--- src/rtl/srp_pkg.sv ---
package srp_pkg;

  localparam int MAX_RING = 31;
  localparam int MAX_PASSES = 32;

  // Largest divisor of n in [2, MAX_RING], or 0 when none exists.
  function automatic int largest_div(input int n);
    int res;
    res = 0;
    for (int d = MAX_RING; d >= 2; d--) begin
      if (res == 0 && (n % d) == 0) res = d;
    end
    return res;
  endfunction

  // Number of rings produced by greedy decomposition of n.
  function automatic int stage_count(input int n);
    int rem;
    int cnt;
    int d;
    rem = n;
    cnt = 0;
    for (int i = 0; i < MAX_PASSES; i++) begin
      if (rem > 1) begin
        d = largest_div(rem);
        if (d != 0) begin
          rem = rem / d;
          cnt++;
        end
      end
    end
    return cnt;
  endfunction

  // Part of n that could not be absorbed into rings (1 when fully split).
  function automatic int leftover(input int n);
    int rem;
    int d;
    rem = n;
    for (int i = 0; i < MAX_PASSES; i++) begin
      if (rem > 1) begin
        d = largest_div(rem);
        if (d != 0) rem = rem / d;
      end
    end
    return rem;
  endfunction

  // Length of ring number idx in the greedy decomposition of n.
  function automatic int stage_len(input int n, input int idx);
    int rem;
    int cnt;
    int d;
    int res;
    rem = n;
    cnt = 0;
    res = 2;
    for (int i = 0; i < MAX_PASSES; i++) begin
      if (rem > 1) begin
        d = largest_div(rem);
        if (d != 0) begin
          if (cnt == idx) res = d;
          rem = rem / d;
          cnt++;
        end
      end
    end
    return res;
  endfunction

  // High-phase length in cycles, rounded and clamped to [1, n-1].
  function automatic int high_cycles(input int n, input real duty);
    int h;
    if (duty <= 0.0) return 1;
    h = $rtoi(duty * real'(n) + 0.5);
    if (h < 1) h = 1;
    if (h > n - 1) h = n - 1;
    return h;
  endfunction

endpackage

--- src/rtl/srp_ring.sv ---
module srp_ring #(
  parameter int LEN = 2
) (
  input  logic clk,
  input  logic rst,
  input  logic adv,
  output logic term
);

  logic [LEN-1:0] ring_q;

  always_ff @(posedge clk) begin
    if (rst) begin
      ring_q <= LEN'(1);
    end else if (adv) begin
      ring_q <= {ring_q[LEN-2:0], ring_q[LEN-1]};
    end
  end

  assign term = ring_q[LEN-1];

endmodule

--- src/rtl/srp_ring_chain.sv ---
module srp_ring_chain
  import srp_pkg::*;
#(
  parameter int N  = 6,
  parameter int NS = 2
) (
  input  logic          clk,
  input  logic          rst,
  output logic [NS-1:0] stage_adv,
  output logic [NS-1:0] stage_term,
  output logic          tick
);

  logic [NS:0] carry;

  assign carry[0] = 1'b1;

  for (genvar k = 0; k < NS; k++) begin : g_stage
    localparam int LEN = stage_len(N, k);

    srp_ring #(.LEN(LEN)) u_ring (
      .clk  (clk),
      .rst  (rst),
      .adv  (carry[k]),
      .term (stage_term[k])
    );

    assign stage_adv[k] = carry[k];
    assign carry[k+1]   = carry[k] & stage_term[k];
  end

  assign tick = carry[NS];

endmodule

--- src/rtl/srp_pulse_stretch.sv ---
module srp_pulse_stretch #(
  parameter int N    = 6,
  parameter int HIGH = 1
) (
  input  logic clk,
  input  logic rst,
  input  logic tick,
  output logic ce
);

  localparam int CW = (N > 2) ? $clog2(N) : 1;

  if (HIGH <= 1) begin : g_single
    always_ff @(posedge clk) begin
      if (rst) ce <= 1'b0;
      else     ce <= tick;
    end
  end else begin : g_hold
    logic [CW-1:0] rem_q;

    always_ff @(posedge clk) begin
      if (rst) begin
        ce    <= 1'b0;
        rem_q <= '0;
      end else if (tick) begin
        ce    <= 1'b1;
        rem_q <= CW'(HIGH - 1);
      end else if (rem_q != '0) begin
        rem_q <= rem_q - 1'b1;
      end else begin
        ce <= 1'b0;
      end
    end
  end

endmodule

--- src/rtl/srp_prescaler.sv ---
module srp_prescaler
  import srp_pkg::*;
#(
  parameter int  IN_HZ  = 2100,
  parameter int  OUT_HZ = 10,
  parameter real DUTY   = 0.0
) (
  input  logic clk,
  input  logic rst,
  output logic ce_out
);

  localparam int N      = IN_HZ / OUT_HZ;
  localparam int NS_RAW = stage_count(N);
  localparam int NS     = (NS_RAW < 1) ? 1 : NS_RAW;
  localparam int HIGH   = high_cycles(N, DUTY);

  if (N < 2 || leftover(N) != 1) begin : g_bad_ratio
    $error("prescaler ratio must be at least 2 with prime factors of 31 or less");
  end

  logic [NS-1:0] stage_adv;
  logic [NS-1:0] stage_term;
  logic          tick;

  srp_ring_chain #(.N(N), .NS(NS)) u_chain (
    .clk        (clk),
    .rst        (rst),
    .stage_adv  (stage_adv),
    .stage_term (stage_term),
    .tick       (tick)
  );

  srp_pulse_stretch #(.N(N), .HIGH(HIGH)) u_stretch (
    .clk  (clk),
    .rst  (rst),
    .tick (tick),
    .ce   (ce_out)
  );

endmodule

--- config.mk ---
export PLATFORM = sky130hd
export DESIGN_NAME = srp_prescaler
export DESIGN_NICKNAME = d
export VERILOG_FILES = /design/src/rtl/srp_pkg.sv /design/src/rtl/srp_ring.sv /design/src/rtl/srp_ring_chain.sv /design/src/rtl/srp_pulse_stretch.sv /design/src/rtl/srp_prescaler.sv
export SDC_FILE = /design/constraint.sdc
export NUM_CORES = 1
export LEC_CHECK = 0
export BUFFER_PORTS_ARGS = -buffer_cell sky130_fd_sc_hd__buf_2
export CORE_MARGIN = 2
export CORE_UTILIZATION = 50
export CTS_BUF_LIST = sky130_fd_sc_hd__clkbuf_16
export DETAILED_ROUTE_END_ITERATION = 12
export PLACE_DENSITY = 0.66
export SLEW_MARGIN = 20
export SYNTH_ARGS = -nofsm -noshare
export SYNTH_HDL_FRONTEND = slang
export SYNTH_SLANG_ARGS = --single-unit
--- constraint.sdc ---
create_clock -name clk -period 1.1 [get_ports clk]
set_clock_uncertainty 0.2 [all_clocks]
set_input_delay 0.22 -clock clk [delete_from_list [all_inputs] [get_ports clk]]
set_output_delay 0.22 -clock clk [all_outputs]
set_load 0.02 [all_outputs]
### After elaboration in Yosys (flattened, before gate mapping)

Cells that the tools add are included.

| storage, ports and cells | value |
|---|---|
| bits in registers | 38 |
| output and inout port bits | 1 |
| input bits | 2 |
| word-level logic and storage cells | 4 |

| cells by class | value |
|---|---|
| bitwise logic cells | 1 |

Operators with widths:

| kind | number |
|---|---|
| $and A1 B1 Y1 | 1 |

### Depth between registers and ports, before layout

| logic depth | value |
|---|---|
| word-level depth | 1 |
| gate-level depth with buffers | 3 |
| mapped depth without buffers | 2 |

### Cells and area by module

From an unflattened synthesis, not the netlist that was laid out.

| unflattened totals | value |
|---|---|
| cell total of the unflattened synthesis | 125 |
| area total of the unflattened synthesis | 1393.8 µm² |

By module, submodules not included:

| module | cells an instance | area each (µm²) | times used | sequential area each (µm²) |
|---|---|---|---|---|
| srp_ring at u_chain.g_stage[0].u_ring | 97 | 1083.5 | 1 | 600.6 |
| srp_ring at u_chain.g_stage[1].u_ring | 22 | 251.5 | 1 | 140.1 |
| srp_pulse_stretch | 2 | 33.8 | 1 | 20.0 |
| srp_ring_chain | 4 | 25.0 | 1 | 0.0 |

### Worst setup path before layout

OpenSTA, ideal clock, no wires.

| timing path | value |
|---|---|
| path type | register -> register |
| start | register u_chain.g_stage[0].u_ring.ring_q[29] |
| end | register u_chain.g_stage[1].u_ring.ring_q[1] |
| path buffers | 1 |
| required time | 786 ps |
| clock period less this slack | 974 ps |
| path slack | 126 ps |
| data arrival time | 660 ps |
| setup time | 114 ps |
| stages on the path, launching flop included | 4 |
| path through | dfxtp_1 -> buf_4 -> mux2i_1 -> nor2_1 |

RTL lines:

| element | RTL line | text |
|---|---|---|
| start, declared | srp_ring.sv:10 | `logic [LEN-1:0] ring_q;` |
| start signal, assigned | srp_ring.sv:16 | `ring_q <= {ring_q[LEN-2:0], ring_q[LEN-1]};` |
| end signal, assigned | srp_ring.sv:16 |  |
| end, declared | srp_ring.sv:10 |  |

### Worst setup path after layout

| timing path | value |
|---|---|
| start | register u_stretch.ce |
| end | output ce_out |

RTL lines:

| element | RTL line | text |
|---|---|---|
| start, declared | srp_pulse_stretch.sv:8 | `output logic ce` |
| start signal, assigned | srp_pulse_stretch.sv:16 | `else ce <= tick;` |
| end, declared | srp_prescaler.sv:10 | `output logic ce_out` |

No word-level cell between the ends.

==> flow_summary.ini <==
[status]
status = complete, but fails checks
violations = negative setup slack

[floorplanning]
core.rowCount = 16
boundaryPins = 3
dieArea_sq_um = 2575
die_width_um = 50.74
die_y_um = 50.74
coreArea_sq_um = 2002
start_util_pct = 54.56

[worst_setup_path]
max_stage_delay_ns = 0.32
critical-path-top-delay-family = flip-flops
cp-start-kind = flip-flop
worstPathArrival_ns = 0.71
cp-end-kind = output port
r2r-end = u_chain.g_stage[1].u_ring.ring_q[6]
regToRegSetupSlack_ns = 0.12
path_cells = buf_6
critPathLaunch = u_stretch.ce
crit_type = flip-flop to output port
worstSetupPathDepth = 1
r2r_start = u_chain.g_stage[0].u_ring.ring_q[29]
crit_buf_inv = 1
cp_slowest_cell = dfxtp_2
required_ns = 0.68
cp_max_fo = 1
r2r_cells = 2
cp-endpoint = ce_out

[drt]
postRouteAntennaNets = 0
drt-initial-drc-count = 3
via_per_inst = 4.369
wl_per_cell_um = 9.984
drtPass1Iterations = 3
wirelength_um = 1218
drc = 0
vias = 533

[clock_network]
cts_max_level = 2
clkSlewWorstSetupHoldPaths_ns = 0.06
cts_tree = done
insertion_delay_ns = 0.27
clockRootBuffer = clkbuf_16
cts_buffers = 5
ctsHoldBuffers = 0
numClockSinks = 38
clock_path_buffers = 2
cts_setup_buffers = 0

[timing]
fin_crit_ns = 1.130
slew_headroom_pct = 90.91
fin_hold_ws_ns = 0.1350
max_slew.worst_pin.slew_ns = 0.1326
finalSetupViolCount = 1
max_freq_mhz = 885.0
grt_setup_unrepaired = true
final-max-slew-violation-count = 0
hold_viol = 0
finalCritPeriodShare_pct = 102.7
setup_slack_ns = -0.02988

[finish]
regArea_sq_um = 765.7
multi_input_area_sq_um = 291.5
syn2layout_area_growth_pct = 18.33
diodes = 0
fin_util_pct = 64.56
n_fill_cell = 158
layout-drive-gt1-share_pct = 13.68
nNetsFinal = 96

[grt]
grt_antenna_before_repair = 0
grt_remaining_overflow = 0
track_usage_pct = 12.93
grt_pass1_vias = 544
grt_pass1_wl_um = 2346
grt_max_degree = 39

[pwr]
p_int_mw = 2.454
switching_share_pct = 17.40
switchingPower_mw = 0.5168
p_seq_share_pct = 46.6
irDropWorstVdd_mv = 1.857
power.density_nw_per_um2 = 2299
power_frac_comb_pct = 1.1
power_mw = 2.971
clockPowerShare_pct = 52.3
leakage_nw = 0.5063

[yosys]
yosysTopAreaCellShare_pct = 69.64
synthesis.nets = 91
syn_area_sq_um = 1092
yosysTopAreaCell = dfxtp_1
ys_types = 11
synth-seq-cells = 38
ys_warn_count = 0
synthTopCellsByArea = dfxtp_1 70%, nor2b_1 17%, mux2i_1 5.5%, nor2_1 2.4%, buf_6 2.1%
synth_area_per_cell_sq_um = 12.27
syn-instance-count = 89
ys_seq_area_share_pct = 69.64

[placed_design]
dpl.hpwl_um = 657.6
globalplace.congestion = 0.6857
port_buffers = 2
dp_worst_setup_slack_ns = -0.06344

[worst_hold_path]
hold_path_class = primary input to flip-flop

[job]
maxCapViolCount = 0
## per-layer routing
metal / vias to the layer above / part of all wire [%] / GRT usage [%]
met3: 4 / 3.8 / 5.357
li1: 281 / - / -
met5: - / 0 / 0
met4: 0 / 2.8 / 9.459
met1: 240 / 53 / 16.67
met2: 8 / 40 / 17.11
## metrics by stage
stage	TNS, ns	cell area (sq um)	std cells
2_1_floorplan	0	1092	89
3_3_place_gp	-0.07998	1116	114
3_5_place_dp	-0.3240	1116	114
4_1_cts	-0.03804	1290	122
5_1_grt	-0.04872	1292	122
6_report	-0.02988	1292	122
## timing repair
action / in CTS / in global routing
pin swaps: 0 / 0
gates resized for setup: 4 / 1
endpoints found under the setup margin: 8 / 2
hold endpoints to repair: 0 / 0
cloned: 0 / 0
## final cells by class
cell class | instances | area share [%]
well taps | 27 | 2.614
multi-input cells | 46 | 22.56
repair buffers | 3 | 2.807
clock inverters | 3 | 3.098
flip-flops and latches | 38 | 59.24
clock buffers | 5 | 9.681
## registers in the layout (all words and copies together) (netlist names)
signal,count
u_stretch.ce,1
u_chain.g_stage.u_ring.ring_q,37
## cell families after synthesis
group                  Yosys count  synth area share (%)
buffers and inverters            5                 3.666
and+or+nand+nor                 40                 21.19
DFF                             38                 69.64
muxes                            6                 5.499
## worst min path at each step
stage	depth (start not counted)	startpoint	end
floorplan	1	u_chain.g_stage[0].u_ring.ring_q[9]	u_chain.g_stage[0].u_ring.ring_q[10]
global placement	1	u_chain.g_stage[0].u_ring.ring_q[4]	u_chain.g_stage[0].u_ring.ring_q[5]
detailed placement	1	u_chain.g_stage[0].u_ring.ring_q[0]	u_chain.g_stage[0].u_ring.ring_q[1]
CTS	3	rst	u_chain.g_stage[0].u_ring.ring_q[25]
global route	3	rst	u_chain.g_stage[0].u_ring.ring_q[6]
finish	3	rst	u_chain.g_stage[0].u_ring.ring_q[29]
## placed cells by master, fill, tap and decap left out, drive strengths merged
master   n
bufinv   1
nor2     7
buf      3
clkinv   2
mux2i    6
nor2b   29
nand3b   1
dfxtp   38
nand2    1
or2      1
clkbuf   5
nand2b   1
## synthesized netlist by cell type
cell,number
nand2b_1,1
nand3b_1,1
nor2_1,7
buf_2,2
dfxtp_1,38
buf_4,1
nand2_1,1
buf_6,2
or2_1,1
mux2i_1,6
nor2b_1,29
## power groups by stage
stage	sequential, mW	clock [mW]	combinational [mW]
after floorplan	1.42	0	0.0297
after global placement	1.42	0	0.0348
after detailed placement	1.42	0	0.0346
after CTS	1.39	1.58	0.0350
after global routing	1.38	1.63	0.0383
final	1.38	1.55	0.0339
(Power assumes the default switching activity.)
